[src/rtl/gws_pkg.sv]
package gws_pkg;

    localparam logic [7:0] OP_COL_WINDOW = 8'h15;
    localparam logic [7:0] OP_ROW_WINDOW = 8'h75;
    localparam int         HDR_BYTES     = 6;
    localparam int         CNT_W         = 9;

    typedef enum logic [1:0] {
        ST_IDLE,
        ST_HDR,
        ST_DATA
    } stream_state_t;

    typedef struct packed {
        logic [7:0]       col_first;
        logic [7:0]       col_last;
        logic [7:0]       row_first;
        logic [7:0]       row_last;
        logic [CNT_W-1:0] byte_cols;
        logic [CNT_W-1:0] rows;
        logic             odd_width;
        logic             is_clear;
    } window_t;

    function automatic logic [7:0] header_byte(input logic [2:0] idx, input window_t w);
        logic [7:0] b;
        case (idx)
            3'd0:    b = OP_COL_WINDOW;
            3'd1:    b = w.col_first;
            3'd2:    b = w.col_last;
            3'd3:    b = OP_ROW_WINDOW;
            3'd4:    b = w.row_first;
            default: b = w.row_last;
        endcase
        return b;
    endfunction

endpackage

[src/rtl/gws_req_check.sv]
module gws_req_check
    import gws_pkg::*;
#(
    parameter int PANEL_W = 128,
    parameter int PANEL_H = 64,
    parameter int XW      = 8,
    parameter int YW      = 7
) (
    input  logic [XW-1:0] x,
    input  logic [YW-1:0] y,
    input  logic [XW-1:0] w,
    input  logic [YW-1:0] h,
    input  logic          clear,
    output logic          ok,
    output window_t       win
);

    localparam int SW = 12;

    logic [SW-1:0] xs, ys, ws, hs, x_end, y_end, cols;

    always_comb begin
        xs = SW'(x);
        ys = SW'(y);
        ws = SW'(w);
        hs = SW'(h);
        if (clear) begin
            xs = '0;
            ys = '0;
            ws = SW'(PANEL_W);
            hs = SW'(PANEL_H);
        end
        x_end = xs + ws;
        y_end = ys + hs;
        cols  = (ws + SW'(1)) >> 1;
        ok    = clear || ((ws != '0) && (hs != '0) &&
                          (x_end <= SW'(PANEL_W)) && (y_end <= SW'(PANEL_H)));

        win.col_first = 8'(xs >> 1);
        win.col_last  = 8'((xs >> 1) + cols - SW'(1));
        win.row_first = 8'(ys);
        win.row_last  = 8'(y_end - SW'(1));
        win.byte_cols = CNT_W'(cols);
        win.rows      = CNT_W'(hs);
        win.odd_width = ws[0];
        win.is_clear  = clear;
    end

    // an accepted window never has its end address before its start
    always_comb begin
        if (ok) begin
            p_window_order_r2: assert (win.row_last >= win.row_first &&
                                       win.col_last >= win.col_first);
        end
    end

endmodule

[src/rtl/gws_scan.sv]
module gws_scan
    import gws_pkg::*;
(
    input  logic             clk,
    input  logic             rst,
    input  logic             load,
    input  logic [CNT_W-1:0] byte_cols,
    input  logic [CNT_W-1:0] rows,
    input  logic             step,
    output logic             last_col,
    output logic             last_byte
);

    logic [CNT_W-1:0] col_q, row_q, col_max, row_max;
    logic             active;

    assign last_col  = (col_q == col_max);
    assign last_byte = last_col && (row_q == row_max);

    always_ff @(posedge clk) begin
        if (rst) begin
            col_q   <= '0;
            row_q   <= '0;
            col_max <= '0;
            row_max <= '0;
            active  <= 1'b0;
        end else if (load) begin
            col_q   <= '0;
            row_q   <= '0;
            col_max <= byte_cols - CNT_W'(1);
            row_max <= rows - CNT_W'(1);
            active  <= 1'b1;
        end else if (step) begin
            if (last_col) begin
                col_q <= '0;
                row_q <= row_q + CNT_W'(1);
            end else begin
                col_q <= col_q + CNT_W'(1);
            end
            if (last_byte) active <= 1'b0;
        end
    end

    // no byte is counted past the end of the window
    p_step_in_window_r3: assert property (@(posedge clk) disable iff (rst)
        step |-> active);

endmodule

[src/rtl/gws_packer.sv]
module gws_packer (
    input  logic       clk,
    input  logic       rst,
    input  logic       start,
    input  logic       en,
    input  logic       pix_valid,
    input  logic [3:0] pix_data,
    output logic       pix_ready,
    input  logic       row_end_odd,
    output logic       byte_valid,
    output logic [7:0] byte_data,
    input  logic       byte_take
);

    logic       half_q;
    logic [3:0] low_q;
    logic       full_q;
    logic [7:0] byte_q;
    logic       pix_fire;

    assign pix_ready  = en && !full_q;
    assign pix_fire   = pix_valid && pix_ready;
    assign byte_valid = en && full_q;
    assign byte_data  = byte_q;

    always_ff @(posedge clk) begin
        if (rst || start) begin
            half_q <= 1'b0;
            low_q  <= '0;
            full_q <= 1'b0;
            byte_q <= '0;
        end else begin
            if (byte_take) full_q <= 1'b0;
            if (pix_fire) begin
                if (half_q) begin
                    byte_q <= {pix_data, low_q};
                    full_q <= 1'b1;
                    half_q <= 1'b0;
                end else if (row_end_odd) begin
                    byte_q <= {4'h0, pix_data};
                    full_q <= 1'b1;
                end else begin
                    low_q  <= pix_data;
                    half_q <= 1'b1;
                end
            end
        end
    end

    // a lone pixel at an odd row end is padded with zero above it
    p_odd_pad_r5: assert property (@(posedge clk) disable iff (rst || start)
        (pix_fire && !half_q && row_end_odd) |=> (byte_valid && byte_data[7:4] == 4'h0));

    // the second pixel of a pair lands in the upper nibble
    p_pair_high_r4: assert property (@(posedge clk) disable iff (rst || start)
        (pix_fire && half_q) |=> (byte_data[7:4] == $past(pix_data)));

endmodule

[src/rtl/gray_window_streamer.sv]
module gray_window_streamer
    import gws_pkg::*;
#(
    parameter  int PANEL_W = 128,
    parameter  int PANEL_H = 64,
    localparam int XW      = $clog2(PANEL_W + 1),
    localparam int YW      = $clog2(PANEL_H + 1)
) (
    input  logic          clk,
    input  logic          rst,
    input  logic          req_valid,
    input  logic          req_clear,
    input  logic [XW-1:0] req_x,
    input  logic [YW-1:0] req_y,
    input  logic [XW-1:0] req_w,
    input  logic [YW-1:0] req_h,
    output logic          req_reject,
    output logic          busy,
    input  logic          pix_valid,
    input  logic [3:0]    pix_data,
    output logic          pix_ready,
    output logic          tx_valid,
    output logic [7:0]    tx_byte,
    output logic          tx_dc,
    input  logic          tx_ready
);

    stream_state_t state_q;
    window_t       win_c, win_q;
    logic          req_ok;
    logic [2:0]    hdr_idx_q;
    logic          accept, tx_fire, data_fire;
    logic          last_col, last_byte;
    logic          pk_valid;
    logic [7:0]    pk_byte;
    logic          pk_en;

    gws_req_check #(
        .PANEL_W(PANEL_W), .PANEL_H(PANEL_H), .XW(XW), .YW(YW)
    ) u_check (
        .x(req_x), .y(req_y), .w(req_w), .h(req_h),
        .clear(req_clear), .ok(req_ok), .win(win_c)
    );

    assign accept    = (state_q == ST_IDLE) && req_valid && req_ok;
    assign tx_fire   = tx_valid && tx_ready;
    assign data_fire = tx_fire && (state_q == ST_DATA);
    assign pk_en     = (state_q == ST_DATA) && !win_q.is_clear;
    assign busy      = (state_q != ST_IDLE);

    gws_scan u_scan (
        .clk(clk), .rst(rst), .load(accept),
        .byte_cols(win_c.byte_cols), .rows(win_c.rows),
        .step(data_fire), .last_col(last_col), .last_byte(last_byte)
    );

    gws_packer u_packer (
        .clk(clk), .rst(rst), .start(accept), .en(pk_en),
        .pix_valid(pix_valid), .pix_data(pix_data), .pix_ready(pix_ready),
        .row_end_odd(last_col && win_q.odd_width),
        .byte_valid(pk_valid), .byte_data(pk_byte),
        .byte_take(data_fire && !win_q.is_clear)
    );

    always_comb begin
        tx_valid = 1'b0;
        tx_byte  = 8'h00;
        tx_dc    = 1'b0;
        case (state_q)
            ST_HDR: begin
                tx_valid = 1'b1;
                tx_byte  = header_byte(hdr_idx_q, win_q);
            end
            ST_DATA: begin
                tx_dc    = 1'b1;
                tx_valid = win_q.is_clear ? 1'b1 : pk_valid;
                tx_byte  = win_q.is_clear ? 8'h00 : pk_byte;
            end
            default: ;
        endcase
    end

    always_ff @(posedge clk) begin
        if (rst) begin
            state_q    <= ST_IDLE;
            win_q      <= '0;
            hdr_idx_q  <= '0;
            req_reject <= 1'b0;
        end else begin
            req_reject <= (state_q == ST_IDLE) && req_valid && !req_ok;
            case (state_q)
                ST_IDLE: begin
                    if (accept) begin
                        win_q     <= win_c;
                        hdr_idx_q <= '0;
                        state_q   <= ST_HDR;
                    end
                end
                ST_HDR: begin
                    if (tx_fire) begin
                        if (hdr_idx_q == 3'(HDR_BYTES - 1)) state_q <= ST_DATA;
                        hdr_idx_q <= hdr_idx_q + 3'd1;
                    end
                end
                ST_DATA: begin
                    if (data_fire && last_byte) state_q <= ST_IDLE;
                end
                default: state_q <= ST_IDLE;
            endcase
        end
    end

    // nothing is offered on either side while idle
    p_idle_quiet_r9: assert property (@(posedge clk) disable iff (rst)
        !busy |-> (!tx_valid && !pix_ready));

    // an offered byte is held until taken
    p_hold_byte_r8: assert property (@(posedge clk) disable iff (rst)
        (tx_valid && !tx_ready) |=> (tx_valid && $stable(tx_byte) && $stable(tx_dc)));

    // busy only drops right after a data byte handshake
    p_busy_end_r7: assert property (@(posedge clk) disable iff (rst)
        $fell(busy) |-> $past(tx_valid && tx_ready && tx_dc));

    // a reject pulse never coincides with a started transfer
    p_reject_idle_r1: assert property (@(posedge clk) disable iff (rst)
        req_reject |-> !busy);

    // a clear never pulls pixels
    p_clear_no_pix_r6: assert property (@(posedge clk) disable iff (rst)
        (busy && win_q.is_clear) |-> !pix_ready);

endmodule

[config.mk]
export PLATFORM = sky130hd
export DESIGN_NAME = gray_window_streamer
export DESIGN_NICKNAME = d
export VERILOG_FILES = /design/src/rtl/gws_pkg.sv /design/src/rtl/gws_req_check.sv /design/src/rtl/gws_scan.sv /design/src/rtl/gws_packer.sv /design/src/rtl/gray_window_streamer.sv
export SDC_FILE = /design/constraint.sdc
export NUM_CORES = 1
export LEC_CHECK = 0
export BUFFER_PORTS_ARGS = -buffer_cell sky130_fd_sc_hd__buf_2
export CAP_MARGIN = 20
export CORE_MARGIN = 4
export CORE_UTILIZATION = 50
export CTS_CLUSTER_SIZE = 10
export DETAILED_ROUTE_END_ITERATION = 7
export PLACE_DENSITY = 0.69
export SLEW_MARGIN = 5
export SYNTH_ARGS = -nofsm -noshare
export SYNTH_HDL_FRONTEND = slang
export SYNTH_SLANG_ARGS = --single-unit
[constraint.sdc]
create_clock -name clk -period 4.9 [get_ports clk]
set_input_delay 0.49 -clock clk [delete_from_list [all_inputs] [get_ports clk]]
set_output_delay 0.49 -clock clk [all_outputs]
set_load 0.01 [all_outputs]
# Word level (Yosys, flattened, before mapping)
# Cells that the tools add are included.
[word_totals]
ff_bits = 90
latch_bits = 0
ramBits = 0
romBits = 0
inputBits = 40
out_inout_bits = 13
wordCells = 107
n_memories = 0
[op_classes]
n_addsub = 11
n_mul = 0
div_mod_pow = 0
magnitude_cmp = 2
n_eq_ne = 13
shift = 0
muxes = 27
bitwise_logic = 2
n_reduce_logical = 35
[ops]
columns = ["operator", "count"]
rows = [
  ["$mux 8", 5],
  ["$pmux 8 s5", 1],
  ["$reduce_bool 12->1", 2],
  ["$add 9x1->9 const B", 2],
  ["$eq 9x9->1", 2],
  ["$logic_and 1x1->1", 16],
  ["$pmux 8 s2", 1],
  ["$sub 8x1->8 const B", 2],
  ["$mux 7", 2],
  ["$le 12x7->1 const B", 1],
  ["$le 12x8->1 const B", 1],
  ["$add 8x1->9 const B", 1],
  ["$add 8x8->9", 1],
  ["$mux 9", 1],
  ["$sub 8x1->9 const B", 1],
  ["$add 7x7->8", 1],
  ["$add 8x8->8", 1],
  ["$mux 1", 8],
  ["$mux 2", 4],
  ["$sub 7x1->8 const B", 1],
  ["$eq 3x2->1 const B", 2],
  ["$eq 3x3->1 const B", 2],
  ["$mux 3", 2],
  ["$pmux 2 s3", 1],
  ["18 further kinds", 29],
]

# Logic depth before layout (Yosys ltp)
# Gate-level depths: netlist of the first run.
[depth]
ltp_word = 12
depth_mapped = 20
mapped_depth_nobuf = 17

# Cells and area by module
# Synthesis of the first run repeated with hierarchy kept, for this count alone.
[unflattened]
hier_cells = 789
hier_area_um2 = 6263.5
[by_module_without_submodules]
columns = ["module", "instances", "cells_per_inst", "area_each_um2", "seq_area_each_um2"]
rows = [
  ["gray_window_streamer", 1, 267, 1993.2, 800.8],
  ["gws_scan", 1, 218, 1863.0, 720.7],
  ["gws_req_check", 1, 241, 1775.5, 0.0],
  ["gws_packer", 1, 63, 631.9, 280.3],
]

# Least setup slack after synthesis of the first run
# OpenSTA, ideal clock, no wires.
[synth_path]
kind = "input -> register"
from = "input port req_clear"
to = "register u_scan.row_max[6]"
setup_time_ps = 128
arrival_ps = 3976
required_ps = 4772
path_slack_ps = 797
path_stages = 15
path_buffers = 5
path_cell_list = "clkbuf_1 > buf_2 > buf_2 > clkbuf_1 > nor2b_1 > ha_1 > o21a_1 > a2111oi_0 > a211o_1 > nand4b_1 > a211o_1 > a211oi_2 > buf_2 > mux2i_1 > nor2_1"
[synth_rtl]
columns = ["item", "line_no", "source"]
rows = [
  ["start, declared", "gray_window_streamer.sv:12", "input logic req_clear,"],
  ["end signal, assigned", "gws_scan.sv:31", "row_max <= rows - CNT_W'(1);"],
  ["end, declared", "gws_scan.sv:14", "logic [CNT_W-1:0] col_q, row_q, col_max, row_max;"],
]

# Worst setup path in the final report of the first run
[layout_path]
from = "input port req_clear"
to = "register u_scan.col_max[5]"
[layout_via]
elab_chain_len = 7
elab_cells_between_ends = 17
classes_between = "add/sub (4); order compare (2); mux (4); reduce/logical (7)"
[layout_lines]
columns = ["item", "line_no", "source"]
rows = [
  ["$mux 8 or $mux 7 (tied branches)", "gws_req_check.sv:27", "if (clear) begin"],
  ["$add 8x8->9 or $reduce_bool 12->1 (tied branches)", "gws_req_check.sv:33, gws_req_check.sv:36", ""],
  ["$le 12x8->1 or $logic_and 1x1->1 (tied branches)", "gws_req_check.sv:37, gws_req_check.sv:36", ""],
  ["$logic_and 1x1->1", "gws_req_check.sv:36", "ok = clear || ((ws != '0) && (hs != '0) &&"],
  ["$logic_and 1x1->1", "gws_req_check.sv:37", "(x_end <= SW'(PANEL_W)) && (y_end <= SW'(PANEL_H)));"],
  ["$logic_or 1x1->1", "gws_req_check.sv:36", ""],
  ["$logic_and 1x1->1", "gray_window_streamer.sv:45", "assign accept = (state_q == ST_IDLE) && req_valid && req_ok;"],
  ["end signal, assigned", "gws_scan.sv:30", "col_max <= byte_cols - CNT_W'(1);"],
  ["end, declared", "gws_scan.sv:14", ""],
]
# Several ways; a longest one is shown, not always the timed one.
# A chain may end at the register's enable or synchronous reset.

==> run_results.csv, run 1 <==
group,metric,value,unit
floorplan,die_x,116,um
timing,max_freq,0.260,GHz
floorplan,die_y,116,um
clocking,cts-root-buf,"clkbuf_16",
hold_path,hold_path.startpoint,"pix_data[1]",
setup_path,r2r_slack,2.36,ns
logic_synthesis,synthArstFlopShare,0,%
logic_synthesis,synth_nets,781,
clocking,cts.sinks,87,
setup_path,path_buf_inv,4,
status,status,"finished, final reports clean",
drt,wire_per_inst,15.7,um
layout,finalNetCount,815,
setup_path,end_kind,"flop",
clocking,clock_latency,0.34,ns
logic_synthesis,ys_ff_latch,87,
layout,final_cell_mix,"nor2_1 (104), dfxtp_1 (87), buf_2 (52), xnor2_1 (46), nand2_1 (43)",
global_route,grt_pass1_vias,4718,
setup_path,r2r_end,"u_scan.row_q[8]$_SDFFE_PP0P_",
global_route,gr-total-overflow,0,
hold_path,hold_path_class,"in2reg",
floorplan,fp.dieArea,0.0134,mm^2
global_route,grt_usage,21.4,%
clocking,cts_tree,"done",
layout,areaGrowthSynthToFinish,11.3,%
pwr,p_leak,2.60,nW
setup_path,cp_cell_sequence,"buf_2, nor2b_1, ha_1, inv_1, fa_1, nand2b_1, a211oi_1, or4_1, nand3_1, a211o_1, a211oi_4, buf_4, buf_4, mux2i_1, nor2_1",
drt,drc_errors,0,
layout,mostFrequentLayoutCell,"nor2_1",
clocking,cts.path.max_buffers,2,
global_route,grt_max_degree,37,
floorplan,start_util,50.9,%
setup_path,path_max_fanout,20,
setup_path,reg2reg_depth,10,
drt,drt_wl_total,13900,um
setup_path,crit_arrival,4.06,ns
timing,fin_crit_sh,78.6,%
clocking,htreeDepth,3,
layout,multi_input_area,0.00373,mm^2
hold_path,hold_depth,3,
layout,antenna_cells_inserted,0,
layout,final_layout_size_suffix_gt1_share,12.4,%
logic_synthesis,synth_area,0.00579,mm^2
setup_path,critPathKind,"in2reg",
layout,regArea,0.00174,mm^2
logic_synthesis,synth_cells,702,
drt,drtIter0Drc,362,
timing,max-slew-margin-rel,58.1,%
global_route,antenna_found_initial,0,
hold_path,holdPathEnd,"u_packer.low_q[1]$_SDFFE_PP0P_",
clocking,post_cts_buffers,0,
drt,routed-via-count,4978,
timing,finalSetupTns,0,ns
floorplan,coreArea,0.0114,mm^2
timing,setup_viol,0,
logic_synthesis,yosysSeqAreaShare,30.1,%
clocking,cts.hold.buffers_added,0,
global_route,grt_pass1_wl,23100,um
placed_design,dp_hpwl,11000,um
setup_path,critPathLaunchType,"input port",
job,cap_violations,0,
clocking,cts_made_buffers,9,
layout,final_util,56.7,%
layout,n_fill_cell,1065,
drt,detail-route-antenna-nets,0,
timing,hold_violations,0,
drt,vias_per_cell,5.63,
timing,finalCriticalPeriod,3.85,ns
logic_synthesis,synth-main-ff-cell,"dfxtp_1",
setup_path,crit_family,"compound AO/OA/AOI/OAI gates",
setup_path,reg2reg_from,"state_q[1]$_SDFFE_PP0P_",
clocking,path_clk_slew,0.06,ns
setup_path,worstPathRequired,5.11,ns
pwr,p_per_area,305,mW/mm^2
logic_synthesis,ys_warn_count,0,
timing,tightest_slew,0.627,ns
logic_synthesis,synthDistinctLibCells,60,
timing,slew_violations,0,
setup_path,crit_top_cell,"buf_4",
logic_synthesis,synth-edff-count,0,
floorplan,pin_count,53,
logic_synthesis,syn_avg_cell_area,8.25,um^2
clocking,cts-resized-gates,0,
setup_path,max_stage_delay,0.40,ns
timing,rsz0062_at_grt,"no",
drt,firstDrtPassIters,7,
setup_path,cp_slowest_cell,"fa_1",
placed_design,port-buffer-count,52,
placed_design,gp_congestion,0.865,
timing,skew,0.00592,ns
pwr,irDropWorstVdd,0.000227,V
floorplan,rows,39,
through the flow:
step	total power [W]	std cells	hold WS, ns	setup slack, ns	cell area, um^2
after floorplan	0.00113	702	0.445	0.797	5790
after global placement	0.00124	868	0.475	0.844	6120
after detailed placement	0.00125	868	0.486	0.765	6120
after CTS	0.00198	884	0.418	1.09	6450
after global routing	0.00207	884	0.450	0.819	6450
final	0.00197	884	0.431	1.05	6450
sequential cells by signal (all words and copies together), names as in the netlist:
register,cells
hdr_idx_q,3
u_scan.col_max,9
u_scan.col_q,9
u_packer.byte_data,8
u_scan.row_q,9
u_packer.half_q,1
u_packer.full_q,1
u_scan.row_max,8
req_reject,1
state_q,2
win_q,32
u_packer.low_q,4
power breakdown:
part           switching (W)  internal (W)  total, W  leakage (nW)
logic               0.000273      0.000190  0.000463          1.73
registers          0.0000281      0.000748  0.000776         0.706
clock network       0.000280      0.000448  0.000728         0.160
Yosys cell counts (5+ instances only):
library cell	instances	area [um^2]
a211o_1	6	52.6
or2_2	8	50.1
nand2_1	43	161
a211oi_1	27	203
buf_2	11	55.1
nor2_1	104	390
a21oi_1	26	130
and3_1	8	50.1
dfxtp_1	87	1740
a22oi_1	14	105
o21ai_0	6	30.0
nor2b_1	24	150
xnor2_1	46	403
a21boi_0	5	37.5
o21a_1	5	37.5
mux2i_1	36	360
clkbuf_1	23	86.3
inv_1	40	150
nand4_1	8	50.1
nand3_1	22	110
xor2_1	23	201
ha_1	37	463
nor3_1	15	75.1
metal layers:
metal	global-route usage, %	up-vias	routed length [um]
met5	0	-	0
li1	-	2526	-
met1	30.2	2324	6930
met3	3.08	14	589
met4	5.09	0	149
met2	34.8	114	6240
kinds of logic (layout without fill, tap and decap cells):
kind of cell	after synthesis	count (layout)	share of synthesized area, %
and+or+nand+nor	260	260	21.5
AOI/OAI and AO/OA	130	130	16.8
DFF	87	87	30.1
buffers and inverters	77	116	5.55
xor gates and xnor gates	69	69	10.4
adders and majority gates	41	41	9.08
muxes	38	38	6.61
worst reg2reg max path: cells and delay by family, from the launching register on:
family | cells | cell delay, ns
AND/OR/NAND/NOR | 5 | 0.83
adder cells (fa/ha/maj) | 1 | 0.48
AO/OA/AOI/OAI | 1 | 0.34
flip-flops | 1 | 0.32
buffers and inverters | 2 | 0.29
XOR/XNOR | 1 | 0.16
worst max-delay path by stage:
stage	start	to	slack [ns]	cells past startpoint
after global routing	req_clear	win_q[38]$_SDFFE_PP0P_	0.82	15
final	req_clear	u_scan.col_max[5]$_SDFFE_PP0P_	1.05	15
after detailed placement	req_clear	u_scan.col_max[5]$_SDFFE_PP0P_	0.76	15
after CTS	req_clear	u_scan.col_max[0]$_SDFFE_PP0P_	1.09	15
after global placement	req_clear	u_scan.col_max[5]$_SDFFE_PP0P_	0.84	14
after floorplan	req_clear	u_scan.row_max[6]$_SDFFE_PP0P_	0.80	15
layout make-up:
cell class | count | area share, %
inverters | 40 | 2.33
repair buffers | 60 | 4.97
multi-input cells | 538 | 57.9
well taps | 143 | 2.78
clock inverters | 7 | 1.49
clock buffers | 9 | 3.49
flip-flops and latches | 87 | 27.0
Note: power is estimated with default switching activity, not from simulation.
==> inputs of run 2 (changes only) <==
==> constraint.sdc (replaced) <==
create_clock -name clk -period 3.8 [get_ports clk]
set_input_delay 0.38 -clock clk [delete_from_list [all_inputs] [get_ports clk]]
set_output_delay 0.38 -clock clk [all_outputs]
set_load 0.01 [all_outputs]
==> run_results.csv, run 2 (synthesized netlist as in run 1, its figures left out) <==
group,metric,value,unit
setup_path,crit_top_cell,"buf_12",
placed_design,dp_hpwl,11300,um
global_route,grt_pass1_wl,23800,um
hold_path,hold_path.startpoint,"pix_data[3]",
layout,final_util,57.3,%
clocking,cts_made_buffers,9,
setup_path,worstPathRequired,4.06,ns
setup_path,critical_path.startpoint,"req_clear",
layout,finalNetCount,825,
status,status,"finished, final reports clean",
setup_path,crit_arrival,3.65,ns
layout,final_layout_size_suffix_gt1_share,13.3,%
drt,wire_per_inst,15.9,um
drt,drt_wl_total,14200,um
clocking,cts-resized-gates,0,
drt,drc_errors,0,
global_route,grt_max_degree,62,
drt,drtIter0Drc,316,
global_route,grt_usage,22.1,%
global_route,grt_pass1_vias,4976,
timing,tightest_slew,1.05,ns
setup_path,r2r_slack,1.23,ns
timing,hold_violations,0,
layout,areaGrowthSynthToFinish,12.5,%
floorplan,coreArea,0.0114,mm^2
clocking,post_cts_buffers,0,
clocking,path_clk_slew,0.06,ns
timing,finalCriticalPeriod,3.39,ns
floorplan,die_y,116,um
drt,vias_per_cell,5.62,
timing,worst_slack,0.409,ns
placed_design,port-buffer-count,52,
setup_path,reg2reg_depth,10,
floorplan,pin_count,53,
pwr,p_per_area,372,mW/mm^2
setup_path,r2r_end,"u_scan.row_q[6]$_SDFFE_PP0P_",
timing,fin_crit_sh,89.2,%
layout,top_register,"win_q",
clocking,cts-root-buf,"clkbuf_16",
pwr,irDropWorstVdd,0.000279,V
layout,multi_input_area,0.00373,mm^2
setup_path,cp_cell_sequence,"buf_2, buf_4, nor2b_1, ha_1, inv_1, fa_1, nand2b_1, a21oi_1, xnor2_1, nand4b_1, a211o_1, a211oi_4, buf_12, buf_12, mux2_1, nor2_1",
floorplan,fp.dieArea,0.0134,mm^2
timing,finalSetupTns,0,ns
clocking,cts.path.max_buffers,2,
global_route,grt.busiest_layer,"met2",
layout,regArea,0.00174,mm^2
setup_path,end_kind,"flop",
global_route,grt_use_met3,3.29,%
timing,slew_violations,0,
timing,rsz0062_at_grt,"no",
clocking,cts.hold.buffers_added,0,
hold_path,hold_path_class,"in2reg",
placed_design,place_ws,0.0698,ns
layout,n_fill_cell,1049,
setup_path,max_stage_delay,0.40,ns
hold_path,holdPathEnd,"u_packer.low_q[3]$_SDFFE_PP0P_",
hold_path,hold_depth,3,
layout,final_cell_mix,"nor2_1 (104), dfxtp_1 (87), buf_2 (52), xnor2_1 (46), nand2_1 (43)",
clocking,clock_latency,0.33,ns
pwr,p_leak,2.63,nW
timing,max-slew-margin-rel,30.1,%
layout,antenna_cells_inserted,0,
floorplan,start_util,50.9,%
global_route,gr-total-overflow,0,
clocking,cts.sinks,87,
drt,detail-route-antenna-nets,0,
drt,firstDrtPassIters,5,
job,cap_violations,0,
global_route,antenna_found_initial,0,
timing,max_freq,0.295,GHz
placed_design,gp_congestion,0.841,
setup_path,path_max_fanout,28,
layout,largest_register_ffs,32,
setup_path,cp_slowest_cell,"fa_1",
setup_path,critPathKind,"in2reg",
timing,setup_viol,0,
global_route,grtUsageMet2,35.8,%
setup_path,reg2reg_from,"state_q[1]$_SDFFE_PP0P_",
floorplan,rows,39,
floorplan,die_x,116,um
timing,skew,0.00552,ns
setup_path,critPathLaunchType,"input port",
layout,mostFrequentLayoutCell,"nor2_1",
clocking,cts_tree,"done",
clocking,htreeDepth,3,
global_route,grt_use_met1,30.6,%
drt,routed-via-count,5021,
## run 2: cell types whose count changed in the layout (fill, tap and decap cells not counted)
cell        before  now
buf_4            8   14
buf_12           0    4
bufinv_16        2    0
clkbuf_1         0    1
clkinv_4         2    1
clkinvlp_4       0    1
## run 2: area by class of cell
class | instances | share of cell area (%)
tap | 143 | 2.75
sequential | 87 | 26.7
multi-input combinational | 538 | 57.3
clock inverter | 5 | 0.538
clock buffer | 10 | 3.52
inverter | 40 | 2.31
timing repair buffer | 70 | 6.84
## run 2: stage by stage
| step | instance area, um^2 | std cells | power [W] | hold WS, ns |
|---|---|---|---|---|
| 6_report | 6510 | 893 | 0.00243 | 0.319 |
| 5_1_grt | 6510 | 893 | 0.00256 | 0.331 |
| 4_1_cts | 6510 | 893 | 0.00244 | 0.310 |
| 3_5_place_dp | 6250 | 878 | 0.00165 | 0.482 |
| 3_3_place_gp | 6250 | 878 | 0.00163 | 0.475 |
| 2_1_floorplan | 5800 | 702 | 0.00146 | 0.445 |
## run 2: routing by layer
| layer | share of wire (%) | wire [um] | vias up |
|---|---|---|---|
| li1 | - | - | 2543 |
| met1 | 48 | 6860 | 2345 |
| met2 | 45 | 6440 | 118 |
| met3 | 4.5 | 642 | 15 |
| met4 | 1.6 | 225 | 0 |
| met5 | 0 | 0 | - |
## run 2: worst max path at each step
stage                                         to  slack [ns]
floorplan                 win_q[48]$_SDFFE_PP0P_        0.03
global placement          win_q[44]$_SDFFE_PP0P_        0.17
detailed placement        win_q[44]$_SDFFE_PP0P_        0.07
CTS                       win_q[44]$_SDFFE_PP0P_        0.41
global route        u_scan.col_q[7]$_SDFFE_PP0P_        0.18
finish                    win_q[44]$_SDFFE_PP0P_        0.41
## run 2: power breakdown
| part | internal (W) | switching [W] | total (W) | leakage, nW |
|---|---|---|---|---|
| logic | 0.000269 | 0.000360 | 0.000629 | 1.79 |
| registers | 0.000964 | 0.0000371 | 0.00100 | 0.706 |
| clock network | 0.000440 | 0.000355 | 0.000796 | 0.129 |
## run 2: worst max-delay path, delay by kind of cell
family | cells | cell delay (ns)
mux | 1 | 0.33
xor+xnor | 1 | 0.23
buf+inv | 5 | 0.73
simple gates | 4 | 0.58
compound gates | 3 | 0.80
fa+ha+maj | 2 | 0.61
==> inputs of run 3 (changes only) <==
--- a/config.mk
+++ b/config.mk
@@ -7,7 +7,7 @@
 export LEC_CHECK = 0
 export BUFFER_PORTS_ARGS = -buffer_cell sky130_fd_sc_hd__buf_2
 export CAP_MARGIN = 20
-export CORE_MARGIN = 4
+export CORE_MARGIN = 8
 export CORE_UTILIZATION = 50
 export CTS_CLUSTER_SIZE = 10
 export DETAILED_ROUTE_END_ITERATION = 7
==> run_results.csv, run 3 (synthesized netlist as in run 1, its figures left out) <==
group,metric,value,unit
status,status,"finished, final reports clean",
global_route,antenna_found_initial,0,
hold_path,holdPathEnd,"u_packer.low_q[3]$_SDFFE_PP0P_",
hold_path,hold_depth,3,
setup_path,reg2reg_depth,10,
setup_path,cp_slowest_cell,"fa_1",
setup_path,crit_top_cell,"buf_12",
floorplan,coreArea,0.0114,mm^2
timing,finalCriticalPeriod,3.46,ns
layout,top_register,"win_q",
layout,antenna_cells_inserted,0,
layout,mostFrequentLayoutCell,"nor2_1",
drt,drt_wl_total,14300,um
placed_design,place_ws,0.0450,ns
layout,n_fill_cell,1025,
global_route,grt_pass1_vias,4907,
layout,multi_input_area,0.00373,mm^2
timing,tightest_slew,1.07,ns
timing,max-slew-margin-rel,28.7,%
drt,routed-via-count,5041,
layout,final_layout_size_suffix_gt1_share,13.3,%
layout,final_cell_mix,"nor2_1 (104), dfxtp_1 (87), buf_2 (52), xnor2_1 (46), nand2_1 (43)",
timing,slew_violations,0,
layout,largest_register_ffs,32,
timing,fin_crit_sh,91.0,%
setup_path,end_kind,"flop",
setup_path,r2r_end,"u_scan.row_q[6]$_SDFFE_PP0P_",
drt,wire_per_inst,15.9,um
clocking,cts.sinks,87,
placed_design,port-buffer-count,52,
clocking,htreeDepth,3,
setup_path,critPathKind,"in2reg",
placed_design,gp_congestion,0.837,
timing,finalSetupTns,0,ns
drt,firstDrtPassIters,5,
global_route,grt_usage,19.3,%
drt,drtIter0Drc,351,
timing,skew,0.00707,ns
global_route,grt_pass1_wl,23700,um
layout,areaGrowthSynthToFinish,13.2,%
clocking,cts-root-buf,"clkbuf_16",
drt,vias_per_cell,5.63,
setup_path,r2r_slack,1.17,ns
placed_design,placedCellCount,881,
clocking,cts-resized-gates,0,
floorplan,pin_count,53,
timing,worst_slack,0.341,ns
layout,finalNetCount,828,
global_route,grt_max_degree,62,
floorplan,die_x,124,um
floorplan,rows,39,
pwr,irDropWorstVdd,0.000252,V
pwr,p_leak,2.65,nW
layout,fin_cells,895,
hold_path,hold_path.startpoint,"pix_data[3]",
setup_path,critPathLaunchType,"input port",
placed_design,dp_hpwl,11200,um
setup_path,path_max_fanout,38,
timing,rsz0062_at_grt,"no",
layout,regArea,0.00174,mm^2
clocking,clock_latency,0.34,ns
setup_path,reg2reg_from,"state_q[1]$_SDFFE_PP0P_",
drt,detail-route-antenna-nets,0,
clocking,cts.hold.buffers_added,0,
floorplan,start_util,50.9,%
timing,hold_violations,0,
floorplan,fp.dieArea,0.0153,mm^2
setup_path,cp_cell_sequence,"buf_2, buf_12, nor2b_1, ha_1, inv_1, fa_1, nand2b_1, a211oi_1, or4_1, nand3_1, a211o_1, a211oi_4, buf_12, buf_4, mux2i_1, nor2_1",
hold_path,hold_path_class,"in2reg",
floorplan,die_y,124,um
clocking,post_cts_buffers,0,
setup_path,crit_arrival,3.64,ns
drt,drc_errors,0,
clocking,path_clk_slew,0.06,ns
timing,max_freq,0.289,GHz
setup_path,worstPathRequired,3.98,ns
timing,setup_viol,0,
setup_path,max_stage_delay,0.39,ns
clocking,cts.path.max_buffers,2,
global_route,gr-total-overflow,0,
pwr,p_per_area,379,mW/mm^2
clocking,cts_made_buffers,9,
job,cap_violations,0,
clocking,cts_tree,"done",
[run 3: cell types whose count changed in the layout (fill, tap and decap cells not counted)]
cell and delta:
clkinvlp_4 -1, buf_4 +3, clkinv_2 -2, clkinv_4 -1
clkbuf_8 +1, inv_6 -1, bufinv_16 +1, clkbuf_1 +2
[run 3: critical path, delay by kind of cell]
| kind | cells | cell delay (ns) |
|---|---|---|
| buf+inv | 5 | 0.74 |
| compound gates | 3 | 0.97 |
| simple gates | 5 | 0.72 |
| mux | 1 | 0.19 |
| fa+ha+maj | 2 | 0.61 |
[run 3: worst max path at each step]
| stage | startpoint | endpoint | slack [ns] | cells after the start |
|---|---|---|---|---|
| 2_1_floorplan | req_clear | win_q[48]$_SDFFE_PP0P_ | 0.03 | 17 |
| 3_3_place_gp | req_clear | u_scan.row_max[6]$_SDFFE_PP0P_ | 0.05 | 16 |
| 3_5_place_dp | req_clear | u_scan.row_max[6]$_SDFFE_PP0P_ | 0.04 | 16 |
| 4_1_cts | req_clear | u_scan.row_max[6]$_SDFFE_PP0P_ | 0.37 | 16 |
| 5_1_grt | req_clear | hdr_idx_q[2]$_SDFFE_PP0P_ | 0.08 | 14 |
| 6_report | req_clear | u_scan.row_max[6]$_SDFFE_PP0P_ | 0.34 | 16 |
[run 3: area by class of cell]
class	count	share of cell area (%)
well taps	143	2.73
clock inverters	1	0.458
repair buffers	73	7.14
inverters	40	2.29
multi-input cells	538	57.0
flip-flops and latches	87	26.6
clock buffers	13	3.82
[run 3: routing by layer]
layer	wire, um	global-route usage [%]	vias up
met5	0	0	-
met4	260	7.07	0
met3	695	3.13	19
met2	6240	29.3	110
met1	7060	26.9	2356
li1	-	-	2556
[run 3: per-stage QoR]
step                util [%]  instance area [um^2]  power (W)  hold slack [ns]
floorplan                  -                  5800    0.00146            0.445
global placement        55.2                  6270    0.00163            0.467
detailed placement      55.2                  6270    0.00164            0.475
CTS                     57.6                  6550    0.00249            0.304
global route            57.6                  6550    0.00260            0.324
finish                  57.6                  6550    0.00248            0.313
[run 3: power by group]
group | internal, W | switching, W
clock network | 0.000520 | 0.000332
logic | 0.000271 | 0.000357
registers | 0.000965 | 0.0000368
